## src/rtl/vfd_scan_pkg.sv

```systemverilog
package vfd_scan_pkg;

    // Counter width for a count of n states; never below one bit.
    function automatic int unsigned cw(input int unsigned n);
        return (n < 2) ? 1 : $clog2(n);
    endfunction

    localparam int unsigned DEF_CLKS_PER_BIT = 4;
    localparam int unsigned DEF_SLOT_BITS    = 1024;
    localparam int unsigned DEF_NUM_GRIDS    = 3;
    localparam int unsigned DEF_SEGS         = 21;
    localparam int unsigned DEF_DIM_W        = 10;
    localparam int unsigned DEF_DIM_MAX      = 1016;
    localparam int unsigned DEF_LEAD_BITS    = 3;
    localparam int unsigned DEF_GRID_BITS    = 1019;

endpackage

```

## src/rtl/vfd_scan_timebase.sv

```systemverilog
module vfd_scan_timebase
    import vfd_scan_pkg::*;
#(
    parameter int unsigned CLKS_PER_BIT = DEF_CLKS_PER_BIT,
    parameter int unsigned SLOT_BITS    = DEF_SLOT_BITS,
    parameter int unsigned NUM_GRIDS    = DEF_NUM_GRIDS,
    parameter int unsigned BIT_W        = cw(SLOT_BITS),
    parameter int unsigned SLOT_W       = cw(NUM_GRIDS)
) (
    input  logic              clk_i,
    input  logic              rst_i,
    output logic [BIT_W-1:0]  bit_idx_o,
    output logic [SLOT_W-1:0] slot_idx_o,
    output logic              slot_wrap_o
);

    localparam int unsigned PRE_W = cw(CLKS_PER_BIT);
    localparam logic [PRE_W-1:0]  PRE_LAST  = PRE_W'(CLKS_PER_BIT - 1);
    localparam logic [BIT_W-1:0]  BIT_LAST  = BIT_W'(SLOT_BITS - 1);
    localparam logic [SLOT_W-1:0] SLOT_LAST = SLOT_W'(NUM_GRIDS - 1);

    typedef struct packed {
        logic [PRE_W-1:0]  pre;
        logic [BIT_W-1:0]  bitc;
        logic [SLOT_W-1:0] slot;
    } pos_t;

    pos_t pos_d, pos_q;
    logic pre_last, bit_last, slot_last;

    always_comb begin
        pre_last  = (pos_q.pre == PRE_LAST);
        bit_last  = (pos_q.bitc == BIT_LAST);
        slot_last = (pos_q.slot == SLOT_LAST);
        pos_d     = pos_q;
        if (pre_last) begin
            pos_d.pre = '0;
            if (bit_last) begin
                pos_d.bitc = '0;
                pos_d.slot = slot_last ? '0 : pos_q.slot + 1'b1;
            end else begin
                pos_d.bitc = pos_q.bitc + 1'b1;
            end
        end else begin
            pos_d.pre = pos_q.pre + 1'b1;
        end
    end

    // Reset parks the scan on the final tick of the last slot, so the
    // first edge after release opens slot 0 and loads its data.
    always_ff @(posedge clk_i) begin
        if (rst_i) begin
            pos_q <= '{pre: PRE_LAST, bitc: BIT_LAST, slot: SLOT_LAST};
        end else begin
            pos_q <= pos_d;
        end
    end

    assign bit_idx_o   = pos_q.bitc;
    assign slot_idx_o  = pos_q.slot;
    assign slot_wrap_o = pre_last && bit_last;

    // bit counter moves only when the prescaler completes a bit time
    p_bit_hold_r2: assert property (@(posedge clk_i) disable iff (rst_i)
        !pre_last |=> $stable(pos_q.bitc));

    p_bit_step_r2: assert property (@(posedge clk_i) disable iff (rst_i)
        (pre_last && !bit_last) |=> (pos_q.bitc == $past(pos_q.bitc) + 1'b1));

    // slots advance in rotation
    p_slot_step_r3: assert property (@(posedge clk_i) disable iff (rst_i)
        slot_wrap_o |=> (pos_q.slot == (($past(pos_q.slot) == SLOT_LAST) ?
                                        '0 : $past(pos_q.slot) + 1'b1)));

    p_slot_hold_r3: assert property (@(posedge clk_i) disable iff (rst_i)
        !slot_wrap_o |=> $stable(pos_q.slot));

endmodule

```

## src/rtl/vfd_slot_latch.sv

```systemverilog
module vfd_slot_latch
    import vfd_scan_pkg::*;
#(
    parameter int unsigned SEGS      = DEF_SEGS,
    parameter int unsigned NUM_GRIDS = DEF_NUM_GRIDS,
    parameter int unsigned DIM_W     = DEF_DIM_W,
    parameter int unsigned DIM_MAX   = DEF_DIM_MAX,
    parameter int unsigned SLOT_W    = cw(NUM_GRIDS),
    parameter int unsigned WORD_W    = SEGS * NUM_GRIDS
) (
    input  logic              clk_i,
    input  logic              rst_i,
    input  logic              load_i,
    input  logic [SLOT_W-1:0] slot_idx_i,
    input  logic [WORD_W-1:0] word_i,
    input  logic [DIM_W-1:0]  dim_i,
    output logic [SEGS-1:0]   slice_o,
    output logic [DIM_W-1:0]  duty_o
);

    localparam logic [SLOT_W-1:0] SLOT_LAST = SLOT_W'(NUM_GRIDS - 1);
    localparam logic [DIM_W-1:0]  DUTY_CAP  = DIM_W'(DIM_MAX);

    typedef struct packed {
        logic [SEGS-1:0]  slice;
        logic [DIM_W-1:0] duty;
    } hold_t;

    hold_t hold_d, hold_q;
    logic [SLOT_W-1:0] next_slot;

    always_comb begin
        next_slot = (slot_idx_i == SLOT_LAST) ? '0 : slot_idx_i + 1'b1;
        hold_d    = hold_q;
        if (load_i) begin
            hold_d.duty = (dim_i >= DUTY_CAP) ? DUTY_CAP : dim_i;
            for (int g = 0; g < NUM_GRIDS; g++) begin
                if (next_slot == SLOT_W'(g)) begin
                    hold_d.slice = word_i[g*SEGS +: SEGS];
                end
            end
        end
    end

    always_ff @(posedge clk_i) begin
        if (rst_i) begin
            hold_q <= '0;
        end else begin
            hold_q <= hold_d;
        end
    end

    assign slice_o = hold_q.slice;
    assign duty_o  = hold_q.duty;

    // stored on-time never exceeds the cap
    p_duty_cap_r6: assert property (@(posedge clk_i) disable iff (rst_i)
        hold_q.duty <= DUTY_CAP);

    // slot data is frozen between slot starts
    p_hold_midslot_r8: assert property (@(posedge clk_i) disable iff (rst_i)
        !load_i |=> $stable(hold_q));

endmodule

```

## src/rtl/vfd_drive_decode.sv

```systemverilog
module vfd_drive_decode
    import vfd_scan_pkg::*;
#(
    parameter int unsigned SEGS      = DEF_SEGS,
    parameter int unsigned NUM_GRIDS = DEF_NUM_GRIDS,
    parameter int unsigned DIM_W     = DEF_DIM_W,
    parameter int unsigned LEAD_BITS = DEF_LEAD_BITS,
    parameter int unsigned GRID_BITS = DEF_GRID_BITS,
    parameter int unsigned BIT_W     = cw(DEF_SLOT_BITS),
    parameter int unsigned SLOT_W    = cw(NUM_GRIDS)
) (
    input  logic                 clk_i,
    input  logic                 rst_i,
    input  logic [BIT_W-1:0]     bit_idx_i,
    input  logic [SLOT_W-1:0]    slot_idx_i,
    input  logic [SEGS-1:0]      slice_i,
    input  logic [DIM_W-1:0]     duty_i,
    output logic [NUM_GRIDS-1:0] grid_o,
    output logic [SEGS-1:0]      seg_o
);

    localparam int GRID_END = int'(LEAD_BITS + GRID_BITS);

    typedef struct packed {
        logic [NUM_GRIDS-1:0] grid;
        logic [SEGS-1:0]      seg;
    } drive_t;

    drive_t out_d, out_q;
    logic   in_grid, lit;

    always_comb begin
        in_grid = (int'(bit_idx_i) >= int'(LEAD_BITS)) &&
                  (int'(bit_idx_i) < GRID_END);
        lit     = in_grid &&
                  ((int'(bit_idx_i) - int'(LEAD_BITS)) < int'(duty_i));
        out_d.grid = '0;
        for (int g = 0; g < NUM_GRIDS; g++) begin
            out_d.grid[g] = in_grid && (slot_idx_i == SLOT_W'(g));
        end
        out_d.seg = lit ? slice_i : '0;
    end

    always_ff @(posedge clk_i) begin
        if (rst_i) begin
            out_q <= '0;
        end else begin
            out_q <= out_d;
        end
    end

    assign grid_o = out_q.grid;
    assign seg_o  = out_q.seg;

    // never two grids at once
    p_grid_onehot_r3: assert property (@(posedge clk_i) disable iff (rst_i)
        $onehot0(out_q.grid));

    // segments only under a live grid
    p_seg_needs_grid_r7: assert property (@(posedge clk_i) disable iff (rst_i)
        (|out_q.seg) |-> (|out_q.grid));

    // lead-in bit times keep every grid dark
    p_lead_blank_r4: assert property (@(posedge clk_i) disable iff (rst_i)
        (int'(bit_idx_i) < int'(LEAD_BITS)) |=> (out_q.grid == '0));

endmodule

```

## src/rtl/vfd_triplex_scan.sv

```systemverilog
module vfd_triplex_scan
    import vfd_scan_pkg::*;
#(
    parameter int unsigned CLKS_PER_BIT = DEF_CLKS_PER_BIT,
    parameter int unsigned SLOT_BITS    = DEF_SLOT_BITS,
    parameter int unsigned NUM_GRIDS    = DEF_NUM_GRIDS,
    parameter int unsigned SEGS         = DEF_SEGS,
    parameter int unsigned DIM_W        = DEF_DIM_W,
    parameter int unsigned DIM_MAX      = DEF_DIM_MAX,
    parameter int unsigned LEAD_BITS    = DEF_LEAD_BITS,
    parameter int unsigned GRID_BITS    = DEF_GRID_BITS
) (
    input  logic                      clk_i,
    input  logic                      rst_i,
    input  logic [NUM_GRIDS*SEGS-1:0] disp_word_i,
    input  logic [DIM_W-1:0]          dim_i,
    output logic [NUM_GRIDS-1:0]      grid_o,
    output logic [SEGS-1:0]           seg_o
);

    localparam int unsigned BIT_W  = cw(SLOT_BITS);
    localparam int unsigned SLOT_W = cw(NUM_GRIDS);
    localparam int unsigned WORD_W = NUM_GRIDS * SEGS;

    logic [BIT_W-1:0]  bit_idx;
    logic [SLOT_W-1:0] slot_idx;
    logic              slot_wrap;
    logic [SEGS-1:0]   slice;
    logic [DIM_W-1:0]  duty;

    vfd_scan_timebase #(
        .CLKS_PER_BIT (CLKS_PER_BIT),
        .SLOT_BITS    (SLOT_BITS),
        .NUM_GRIDS    (NUM_GRIDS),
        .BIT_W        (BIT_W),
        .SLOT_W       (SLOT_W)
    ) u_timebase (
        .clk_i       (clk_i),
        .rst_i       (rst_i),
        .bit_idx_o   (bit_idx),
        .slot_idx_o  (slot_idx),
        .slot_wrap_o (slot_wrap)
    );

    vfd_slot_latch #(
        .SEGS      (SEGS),
        .NUM_GRIDS (NUM_GRIDS),
        .DIM_W     (DIM_W),
        .DIM_MAX   (DIM_MAX),
        .SLOT_W    (SLOT_W),
        .WORD_W    (WORD_W)
    ) u_latch (
        .clk_i      (clk_i),
        .rst_i      (rst_i),
        .load_i     (slot_wrap),
        .slot_idx_i (slot_idx),
        .word_i     (disp_word_i),
        .dim_i      (dim_i),
        .slice_o    (slice),
        .duty_o     (duty)
    );

    vfd_drive_decode #(
        .SEGS      (SEGS),
        .NUM_GRIDS (NUM_GRIDS),
        .DIM_W     (DIM_W),
        .LEAD_BITS (LEAD_BITS),
        .GRID_BITS (GRID_BITS),
        .BIT_W     (BIT_W),
        .SLOT_W    (SLOT_W)
    ) u_decode (
        .clk_i      (clk_i),
        .rst_i      (rst_i),
        .bit_idx_i  (bit_idx),
        .slot_idx_i (slot_idx),
        .slice_i    (slice),
        .duty_i     (duty),
        .grid_o     (grid_o),
        .seg_o      (seg_o)
    );

endmodule

```

## config.mk

```make
export PLATFORM = sky130hd
export DESIGN_NAME = vfd_triplex_scan
export DESIGN_NICKNAME = d
export VERILOG_FILES = /design/src/rtl/vfd_scan_pkg.sv /design/src/rtl/vfd_scan_timebase.sv /design/src/rtl/vfd_slot_latch.sv /design/src/rtl/vfd_drive_decode.sv /design/src/rtl/vfd_triplex_scan.sv
export SDC_FILE = /design/constraint.sdc
export NUM_CORES = 1
export LEC_CHECK = 0
export CAP_MARGIN = 20
export CORE_MARGIN = 2
export CORE_UTILIZATION = 41
export CTS_CLUSTER_SIZE = 16
export DETAILED_ROUTE_END_ITERATION = 8
export DONT_BUFFER_PORTS = 1
export PLACE_DENSITY = 0.53
export SLEW_MARGIN = 20
export SYNTH_ARGS = -nofsm -noshare
export SYNTH_HDL_FRONTEND = slang
export SYNTH_SLANG_ARGS = --single-unit
```

## constraint.sdc

```tcl
create_clock -name clk_i -period 3.5 [get_ports clk_i]
set_clock_uncertainty 0.05 [all_clocks]
set_input_delay 0.7 -clock clk_i [delete_from_list [all_inputs] [get_ports clk_i]]
set_output_delay 0.7 -clock clk_i [all_outputs]
set_load 0.01 [all_outputs]
```

**Yosys cells after proc, flatten, opt, wreduce, memory -nomap -nowiden**

Index checks and enable logic that the tools add are counted.
W data, S select, Z words.

- Register bits: 69
- Latch bits: 0
- RAM bits: 0
- Bits in read-only memories: 0
- Input bits: 75
- Word-level logic and storage cells: 41
- Memories: 0

- Add/sub/neg operators: 4
- $mul: 0
- Divide/modulo/power cells: 0
- $lt $le $gt $ge: 4
- Eq/ne operators: 6
- Shift-type cells: 0
- Mux-type cells: 7
- Bitwise operators: 1
- Reductions and logical operators: 12

Operators by type and width:

| operator | count |
|---|---|
| $mux W21 | 3 |
| $lt A32 B11 Y1 | 1 |
| $mux W10 | 2 |
| $sub A10 B2 Y11 const B | 1 |
| $add A10 B1 Y10 const B | 1 |
| $eq A10 B10 Y1 const B | 1 |
| $ge A10 B10 Y1 const B | 1 |
| $ge A10 B2 Y1 const B | 1 |
| $lt A10 B10 Y1 const B | 1 |
| $eq A2 B2 Y1 const B | 3 |
| $logic_and A1 B1 Y1 | 6 |
| $add A2 B1 Y2 const B | 2 |
| $eq A2 B1 Y1 const B | 2 |
| $logic_not A2 Y1 | 2 |
| $mux W2 | 2 |
| $reduce_and A2 Y1 | 2 |
| $reduce_bool A3 Y1 | 1 |
| $reduce_or A2 Y1 | 1 |
| $not A1 Y1 | 1 |

**Depth between registers and ports, before layout**

- Depth in word-level cells: 6
- Gate-level depth with buffers: 11

**Modules after synthesis**

Synthesis repeated with hierarchy kept, for this count alone.

- Cell total of the unflattened synthesis: 400
- Area, all modules: 4020.1 um^2

By module, submodules not included:

| module | instances | cells an instance | area an instance (um^2) |
|---|---|---|---|
| vfd_slot_latch | 1 | 178 | 1916.8 |
| vfd_drive_decode | 1 | 138 | 1315.0 |
| vfd_scan_timebase | 1 | 84 | 788.3 |

**Worst setup path after synthesis**

OpenSTA, ideal clock, no wires.

- Path kind: register -> register
- Start: register u_timebase.pos_q, in the netlist u_timebase.bit_idx_o[2]
- End: register u_decode.out_q, in the netlist u_decode.seg_o[0]
- Library setup time: 0.066 ns
- Arrival: 2.375 ns
- Data required time: 3.384 ns
- Slack: 1.009 ns
- Cell stages (with the launch flop): 12
- Clock period less this slack: 2.491 ns
- Path through: dfxtp_1 buf_6 a2111oi_4 nand2b_1 nor4_1 xor2_1 ha_1 a211o_1 a21oi_1 o211ai_1 buf_2 a21oi_2

- Word-level cells in the longest chain between the ends: 5
- Elaborated cells on any way between the ends: 8
- Classes of those cells: add/sub (1); order compare (3); bitwise (1); reduce/logical (3)

RTL lines:

| element | RTL line | text |
|---|---|---|
| from (decl) | vfd_scan_timebase.sv:28 | `pos_t pos_d, pos_q;` |
| from (signal assigned) | vfd_scan_timebase.sv:53 | `pos_q <= '{pre: PRE_LAST, bitc: BIT_LAST, slot: SLOT_LAST};` |
| from (signal assigned) | vfd_scan_timebase.sv:55 | `pos_q <= pos_d;` |
| $sub A10 B2 Y11 (tied with other cells) | vfd_drive_decode.sv:36 | `((int'(bit_idx_i) - int'(LEAD_BITS)) < int'(duty_i));` |
| $lt A32 B11 Y1 or $logic_and A1 B1 Y1 (tied branches) | vfd_drive_decode.sv:36, vfd_drive_decode.sv:33 |  |
| $logic_and A1 B1 Y1 * | vfd_drive_decode.sv:35 | `lit = in_grid &&` |
| $not A1 Y1 (no line) * | -- |  |
| $reduce_or A2 Y1 (no line) * | -- |  |
| to (signal assigned) | vfd_drive_decode.sv:48 | `out_q <= out_d;` |
| to (decl) | vfd_drive_decode.sv:29 | `drive_t out_d, out_q;` |

Mark *: on every way between the ends. The rest lies on a longest branch, timed or not.
A chain may end at the register's enable or synchronous reset.

**Worst setup path in the final report**

- Start: register u_timebase.pos_q, in the netlist u_timebase.bit_idx_o[2]
- End: register u_decode.out_q, in the netlist u_decode.seg_o[18]

Same word-level chain as after synthesis.

==> results.md <==
* Layout Utilization at 0.442
* Mapped Avg Cell Area at 8.46 sq um
* Vias post-DR at 2,633
* Number of synthesized flops with an enable pin at 0
* Die area at 9170 sq um
* Final-report hold violation count at 0
* Slew Limit Headroom at 0.407
* First-pass GRT wire length at 11,800 um
* Vias in the first global route at 2,356
* Synthesized area at 3450 sq um
* Worst-path fanout max at 21
* CP bufs+invs at 1
* Period utilization at 0.778
* Synth Warn # at 0
* Sequential cell area fraction in the yosys report at 0.400
* Worst R2R Setup Slack at ~0.78 ns
* Met2 WL at 2910 um
* Cell family with most CP delay: compound AO/OA/AOI/OAI gates
* Die Y at 95.8 um
* Post-CTS setup buffers at 0
* Max-cap violations at 0
* R2r startpoint: u_timebase.bit_idx_o[2]$_SDFFE_PP1P_
* Clock sink count at 69
* Syn Inst Count at 408
* Min cycle time layout at 2.72 ns
* Slowest-stage cell, CP: a2111oi_4
* Root Buffer: clkbuf_8
* Setup CP Type: flop to flop
* Pwr dens at between 700 and 800 nW/um^2
* Initial Util at 0.422
* Detail Route Antenna Nets at 0
* Clk Latency, worst-skew pair at 0.33 ns
* Clock Path Buffers at 2
* Req. time, crit path at 3.71 ns
* Initial antenna violation count at 0
* Status: complete, no violations
* Yosys cell types at 43
* DRC violations left at 0
* Wirelength, routed at 7620 um
* Crit path DAT at 2.93 ns
* Depth of the most critical reg-to-reg path at 10
* Met1 WL at 4170 um
* Async SR Flop Fraction at 0
* Worst r2r dst: u_decode.seg_o[18]$_SDFF_PP0_
* Gpl congestion at 0.753
* I/O pin total at 99
* Slew @ Worst Pin at 0.889 ns
* CP endpoint kind: flop
* H-Tree Depth at 3
* CTS buffer count at 9
* Setup tns final at 0 ns
* CORE AREA at between 8000 and 9000 sq um
* Achievable Freq at 367 MHz
* Worst hold path type: primary input to flop
* Delay of the slowest critical-path stage at about 0.44 ns
* Total Routing Usage GR at 0.170
* CP Capture Point: u_decode.seg_o[18]$_SDFF_PP0_
* Peak VDD IR at approximately 0.26 mV
* Ant diodes at 0
* Nets@finish at 474
* Startpoint Class: flop
* Syn nets at 494
* Metal3 WL at 484 um
* # resized after CTS at 0
* WL per Instance at 15.3 um
* Crit. Startpoint: u_timebase.bit_idx_o[2]$_SDFFE_PP1P_
* Global route overflow at 0
* Layout cells sized above 1 at 0.130
* Final Setup Violations at 0
* Hold buffers post-CTS at 0
* #FFs+latches synth at 69
* Leak at 0.00119 uW
* Pwr Total at roughly 2600 uW
* Critical Path Stages at 10
* CTS clk-pin slew, worst paths at 0.08 ns
* Iteration-0 DRC Markers at 93
* I/O Buffers at 0
* 1st-pass router iterations at 4
* Top sig layer: met4
* Pin count of the biggest net entering global routing at 48
* Fin. max-slew vios at 0
* Area after DPL at 3410 sq um
* Detailed placer's ending HPWL at around 5500 um
* Final Cell Area at 3620 sq um
* Syn-to-layout area delta at 4.75%
* CP Cell Sequence: a2111oi_4, nand2b_1, nor4_1, xor2_1, ha_1, a211o_1, a21oi_1, o211ai_1, buf_4, a21oi_2
* Vias/cell at between 5 and 6
* RSZ-0062 raised after global routing: no
* CTS tree: yes
* Post-synth top flop: dfxtp_1
* Cell Rows at 33
* Die width at 95.8 um
[routing by layer]
| layer | up-vias | GRT usage |
|---|---|---|
| met5 | - | 0 |
| li1 | 1361 | - |
| met1 | 1181 | 0.266 |
| met4 | 0 | 0.0631 |
| met3 | 7 | 0.0501 |
| met2 | 84 | 0.212 |
[how the worst min path moves through the flow]
stage	start	slack (ns)	endpoint	cells past startpoint
floorplan	u_timebase.pos_q[12]$_SDFF_PP1_	0.36	u_timebase.pos_q[12]$_SDFF_PP1_	1
global placement	u_timebase.pos_q[12]$_SDFF_PP1_	0.37	u_timebase.pos_q[12]$_SDFF_PP1_	1
detailed placement	u_timebase.pos_q[12]$_SDFF_PP1_	0.38	u_timebase.pos_q[12]$_SDFF_PP1_	1
CTS	rst_i	0.36	u_latch.slice_o[2]$_SDFFE_PP0P_	1
global route	rst_i	0.35	u_latch.slice_o[2]$_SDFFE_PP0P_	1
finish	rst_i	0.38	u_latch.slice_o[20]$_SDFFE_PP0P_	1
[sequential cells by signal, summed over array words and instances (netlist names)]
register               cells
u_decode.seg_o            21
u_latch.slice_o           21
u_latch.duty_o            10
u_timebase.bit_idx_o      10
u_decode.grid_o            3
u_timebase.pos_q           2
u_timebase.slot_idx_o      2
[synth_stat cells, types with 4 or more instances]
library cell   n  share of area
nand2_1       84          0.091
dfxtp_1       69           0.40
a21oi_1       36          0.052
nand3_1       26          0.038
mux2i_1       22          0.064
o21ai_0       22          0.032
a21oi_2       21          0.053
buf_2         14          0.020
ha_1          11          0.040
xor2_1        11          0.028
clkbuf_1      10          0.011
inv_1          9         0.0098
buf_4          7          0.015
nor2_1         6         0.0065
buf_6          5          0.016
nand4_1        5         0.0091
a21o_1         4         0.0087
nand2b_1       4         0.0072
o21bai_1       4         0.0087
[where the power goes]
part | internal (uW) | total (uW) | switching (uW)
clock | 350 | 643 | 293
sequential | 920 | 1120 | 199
combinational | 347 | 875 | 529
total | 1620 | 2640 | 1020
[per-stage QoR]
| step | instances | setup WS, ns | hold slack [ns] |
|---|---|---|---|
| global route | 498 | 0.626 | 0.350 |
| global placement | 482 | 0.855 | 0.374 |
| floorplan | 408 | 1.01 | 0.363 |
| detailed placement | 482 | 0.815 | 0.381 |
| CTS | 498 | 0.797 | 0.357 |
| finish | 498 | 0.776 | 0.376 |
[final cells by class]
type	instances	area, sq um
repair buffers	6	45.0
fillers	841	4560
flip-flops and latches	69	1380
multi-input cells	293	1820
inverters	9	33.8
clock buffers	11	141
clock inverters	5	60.1
well taps	105	131
[worst reg2reg max path: stages, from the launching register on]
cell	delay, ns
dfxtp_1	0.42
a2111oi_4	0.44
nand2b_1	0.11
nor4_1	0.24
xor2_1	0.19
ha_1	0.26
a211o_1	0.29
a21oi_1	0.13
o211ai_1	0.10
buf_4	0.25
a21oi_2	0.17
[cell usage in the layout, fill, tap and decap left out, types with 2 or more instances in the layout]
master / instances
nand4_1: 5
clkinv_4: 2
a21oi_2: 21
dfxtp_1: 68
and4_1: 3
xor2_1: 11
nand3_1: 26
a21o_1: 4
clkbuf_8: 10
or3_1: 2
nor3_1: 3
nor4_1: 3
nor2_1: 6
ha_1: 11
a21oi_1: 36
a211o_1: 3
o21ai_0: 22
buf_4: 6
o21bai_1: 4
and4_2: 2
xnor2_1: 2
nand2b_1: 4
mux2i_1: 22
inv_1: 9
nand2_1: 84
nor2b_1: 2
o21a_1: 2
[logic make-up after synthesis]
logic type,Yosys count,share of synthesized area
AOI/OAI and AO/OA,99,0.187
xor gates and xnor gates,13,0.0330
adders and majority gates,11,0.0399
buffers and inverters,46,0.0739
DFF,69,0.400
muxes,22,0.0638
and+or+nand+nor,148,0.202
(Power assumes the default switching activity.)
